`src/rtl/dram_burst_seq.sv`:
```
module dram_burst_seq #(
  parameter int ROW_W = 12,
  parameter int COL_W = 10,
  parameter int DATA_W = 64,
  parameter int NOP_GAP = 2,
  parameter int CAS_LATENCY = 2,
  localparam int ADDR_W = ROW_W + COL_W,
  localparam int CA_W = (ROW_W > COL_W) ? ROW_W : COL_W
) (
  input  logic              clk,
  input  logic              rst,
  input  logic              req,
  input  logic              we,
  input  logic              burst_mode,
  input  logic [ADDR_W-1:0] addr,
  input  logic [DATA_W-1:0] wdata,
  output logic              ack,
  output logic              busy,
  output logic              wdata_take,
  output logic [DATA_W-1:0] rdata,
  output logic              rdata_valid,
  output logic              done,
  output logic [2:0]        mem_cmd,
  output logic [CA_W-1:0]   mem_addr,
  output logic [DATA_W-1:0] mem_wdata,
  output logic              mem_wdata_en,
  input  logic [DATA_W-1:0] mem_rdata
);
  localparam int RD_POS   = NOP_GAP + 1;
  localparam int DATA_POS = RD_POS + CAS_LATENCY;
  localparam int POS_W    = $clog2(DATA_POS + 1);
  localparam logic [2:0] C_NOP = 3'b000;
  localparam logic [2:0] C_ACT = 3'b001;
  localparam logic [2:0] C_RD  = 3'b010;
  localparam logic [2:0] C_WR  = 3'b011;

  logic             busy_q, we_q, burst_q, done_q;
  logic [ROW_W-1:0] row_q;
  logic [COL_W-1:0] col_q;
  logic [POS_W-1:0] pos_q;
  logic [1:0]       beat_q;
  logic             beat, last, at_act, at_col;
  logic [COL_W-1:0] col_now;

  assign beat    = busy_q && (pos_q == POS_W'(DATA_POS));
  assign last    = beat && (beat_q == 2'd3);
  assign at_act  = busy_q && (pos_q == '0);
  assign at_col  = busy_q && (pos_q == POS_W'(RD_POS));
  assign col_now = {col_q[COL_W-1:2], col_q[1:0] + beat_q};

  always_ff @(posedge clk) begin
    if (rst) begin
      busy_q  <= 1'b0;
      we_q    <= 1'b0;
      burst_q <= 1'b0;
      done_q  <= 1'b0;
      row_q   <= '0;
      col_q   <= '0;
      pos_q   <= '0;
      beat_q  <= '0;
    end else begin
      done_q <= last;
      if (!busy_q) begin
        if (req) begin
          busy_q  <= 1'b1;
          we_q    <= we;
          burst_q <= burst_mode;
          row_q   <= addr[ADDR_W-1:COL_W];
          col_q   <= addr[COL_W-1:0];
          pos_q   <= '0;
          beat_q  <= '0;
        end
      end else if (beat) begin
        beat_q <= beat_q + 2'd1;
        if (!burst_q) pos_q <= '0;
        if (last) busy_q <= 1'b0;
      end else begin
        pos_q <= pos_q + 1'b1;
      end
    end
  end

  assign ack  = req && !busy_q;
  assign busy = busy_q;
  assign done = done_q;

  assign mem_cmd  = at_act ? C_ACT : at_col ? (we_q ? C_WR : C_RD) : C_NOP;
  assign mem_addr = at_act ? CA_W'(row_q) : at_col ? CA_W'(col_now) : '0;

  assign rdata_valid  = beat && !we_q;
  assign rdata        = mem_rdata;
  assign wdata_take   = beat && we_q;
  assign mem_wdata_en = wdata_take;
  assign mem_wdata    = wdata_take ? wdata : '0;
endmodule

```
`config.mk`:
```
export PLATFORM = sky130hd
export DESIGN_NAME = dram_burst_seq
export DESIGN_NICKNAME = d
export VERILOG_FILES = /design/src/rtl/dram_burst_seq.sv
export SDC_FILE = /design/constraint.sdc
export NUM_CORES = 1
export LEC_CHECK = 0
export BUFFER_PORTS_ARGS = -buffer_cell sky130_fd_sc_hd__buf_2
export CORE_AREA = 2 2 117 119
export DETAILED_ROUTE_END_ITERATION = 16
export DIE_AREA = 0 0 119 121
export HOLD_SLACK_MARGIN = 0.12
export PLACE_DENSITY = 0.56
export SLEW_MARGIN = 30
export SYNTH_ARGS = -nofsm -noshare
export SYNTH_HDL_FRONTEND = slang
export SYNTH_SLANG_ARGS = --single-unit
```
`constraint.sdc`:
```
create_clock -name clk -period 3.72 [get_ports clk]
set_clock_uncertainty 0.15 [all_clocks]
set_input_delay 0.186 -clock clk [delete_from_list [all_inputs] [get_ports clk]]
set_output_delay 0.186 -clock clk [all_outputs]
set_load 0.02 [all_outputs]
```
==> reports/results.ini <==
[clock_network]
cts_resized=0
cts_buffer_depth=2
cts_root_buffer=clkbuf_16
cts-buffers-inserted=5
cts.clk_slew.worst_paths_ns=0.05
clk-insertion-delay-late_ns=0.26
post-cts-setup-buffer-count=0
cts_max_level=2
tritoncts=done
clock-sinks=31

[detailed_routing]
via_per_inst=3.95
totalWireLength_um=10800
drt_iter0_markers=128
firstDrtPassIters=3
drc=0
avgRoutedWirePerCell_um=17.6
antenna_left=0
dr_total_vias=2413

[cells_and_area]
layout-drive-gt1-share_pct=43.9
final_cell_mix=buf_2, and2_1, nand2_1
final_cells=611
syn2layout_area_growth_pct=37.0
final_design_area_no_fill_sq_mm=0.00325
layout.nets=596
antenna_cells=0
final_common_cell=buf_2

[critical_path]
cp.arrival_ns=2.29
crit_path_end_kind=output port
cp_data_required_time_ns=3.38
critical_path_class=reg2out
crit_path_start_kind=register
crit_path_max_fanout=38

[power]
p_leak_nw=1.71
ir_drop_mv=0.216
p_per_area_mw_per_mm2=277

[outcome]
status=finished clean

[logic_synthesis]
syn_nets=471
syn_inst=310
ys_seq_area_share_pct=26.2
synth_warnings=0
synth.avg_cell_area_sq_um=7.65
yosys.area.top_type=dfxtp_1
syn_area_sq_mm=0.00237
ys_types=32
ys_ff_latch=31
synth_top_cell_area_share_pct=26.2
async_reset_ff_share_pct=0
ys_top_cells_by_area=dfxtp_1, buf_4, and2_1
synth_top_flop_cell=dfxtp_1
synth_edf_count=0

[sta]
hold_viol=0
drv_slew=0
setup_viol=0
fmax_mhz=381
tightestPinTransition_ns=0.661
slew_headroom_pct=55.8
period_share_pct=70.6
min_period_ns=2.62
timing.setup.tns_ns=0
rsz0062_at_grt=no

[placed_design]
finalWeightedCongestion=0.726
hpwl_um=9160
dp.cells=579
placed_cell_area_sq_mm=0.00286
port_buffers=174

[die]
ioPinCount=304
die_y_um=121
dieWidth_um=119
core_sq_mm=0.0131
dieArea_sq_mm=0.0144
num_rows=42
start_util_pct=18.1

[job]
cap_violations=0

[global_route]
antenna_found_initial=5
grt_max_degree=39
grt_overflow=0
grt_pass1_wl_um=15100
grt_pass1_vias=2383
grt_util_all_layers_pct=14.4

[min_path]
hold_path.class=in2out

[report_power, final]
| group | internal, W | leakage, nW | switching [W] | total (W) |
|---|---|---|---|---|
| Combinational | 0.0000752 | 1.39 | 0.0000717 | 0.000147 |
| Clock | 0.000260 | 0.0727 | 0.000132 | 0.000392 |
| Sequential | 0.000350 | 0.254 | 0.0000119 | 0.000362 |
| Total | 0.000685 | 1.71 | 0.000215 | 0.000901 |
[final timing paths]
kind	from	to	slack, ns	cells after the start
max	pos_q[1]	mem_wdata[62]	1.10	7
min	mem_rdata[18]	rdata[18]	0.22	0
max reg2reg	busy	col_q[1]	1.73	5
min reg2reg	row_q[10]	row_q[10]	0.30	2
[routing by layer]
layer	share of wire [%]	vias up	global-route usage [%]
li1	-	1169	-
met1	40	1054	16.9
met2	47	166	24.0
met3	11	24	6.53
met4	1.8	0	2.98
met5	0	-	0
[layout make-up]
type,instances,area (sq um)
fillers,1493,9840
repair buffers,202,1140
multi-input cells,191,1100
flip-flops and latches,31,621
well taps,176,220
clock buffers,6,139
inverters,4,16.3
clock inverters,1,5.00
[worst max-delay path: stages (launching register included)]
cell and delay [ns]:
dfxtp_1 0.31, inv_1 0.09, ha_1 0.28, nand2_2 0.11
nor2_4 0.55, buf_4 0.34, and2_1 0.17, buf_2 0.16
[Yosys cell counts, types with 3 or more instances]
cell type  number
a21oi_1        30
a22o_1         10
and2_1         66
buf_2           3
buf_4          72
buf_6           6
clkbuf_1        3
dfxtp_1        31
ha_1            6
nand2_1        51
nand2b_1        3
nand3_1         3
[cell families after synthesis]
logic type               share of synthesized area, %
AO/OA/AOI/OAI                                    12.1
XOR/XNOR                                        0.739
adder cells (fa/ha/maj)                          3.17
buffers and inverters                            27.4
flip-flops                                       26.2
other                                           0.158
AND/OR/NAND/NOR                                  30.2
[through the flow]
step           util, %  setup slack [ns]  hold WS [ns]  total power, W
4_1_cts           24.8              1.03         0.222        0.000917
2_1_floorplan        -              2.07         0.115        0.000529
3_5_place_dp      21.8              1.33         0.222        0.000497
6_report          24.8              1.10         0.222        0.000901
5_1_grt           24.8             0.831         0.222        0.000952
3_3_place_gp      21.8              1.39         0.222        0.000497
[timing repair]
action | CTS | global route
endpoints found under the hold margin | 26 | 0
hold buffers | 25 | 0
endpoints found under the setup margin | 0 | 0
[flip-flops by register name (all words and copies together), names as in the netlist]
register	count
row_q	12
busy	1
burst_q	1
pos_q	3
done	1
beat_q	2
we_q	1
col_q	10
Power figures use the tool's default switching activity.
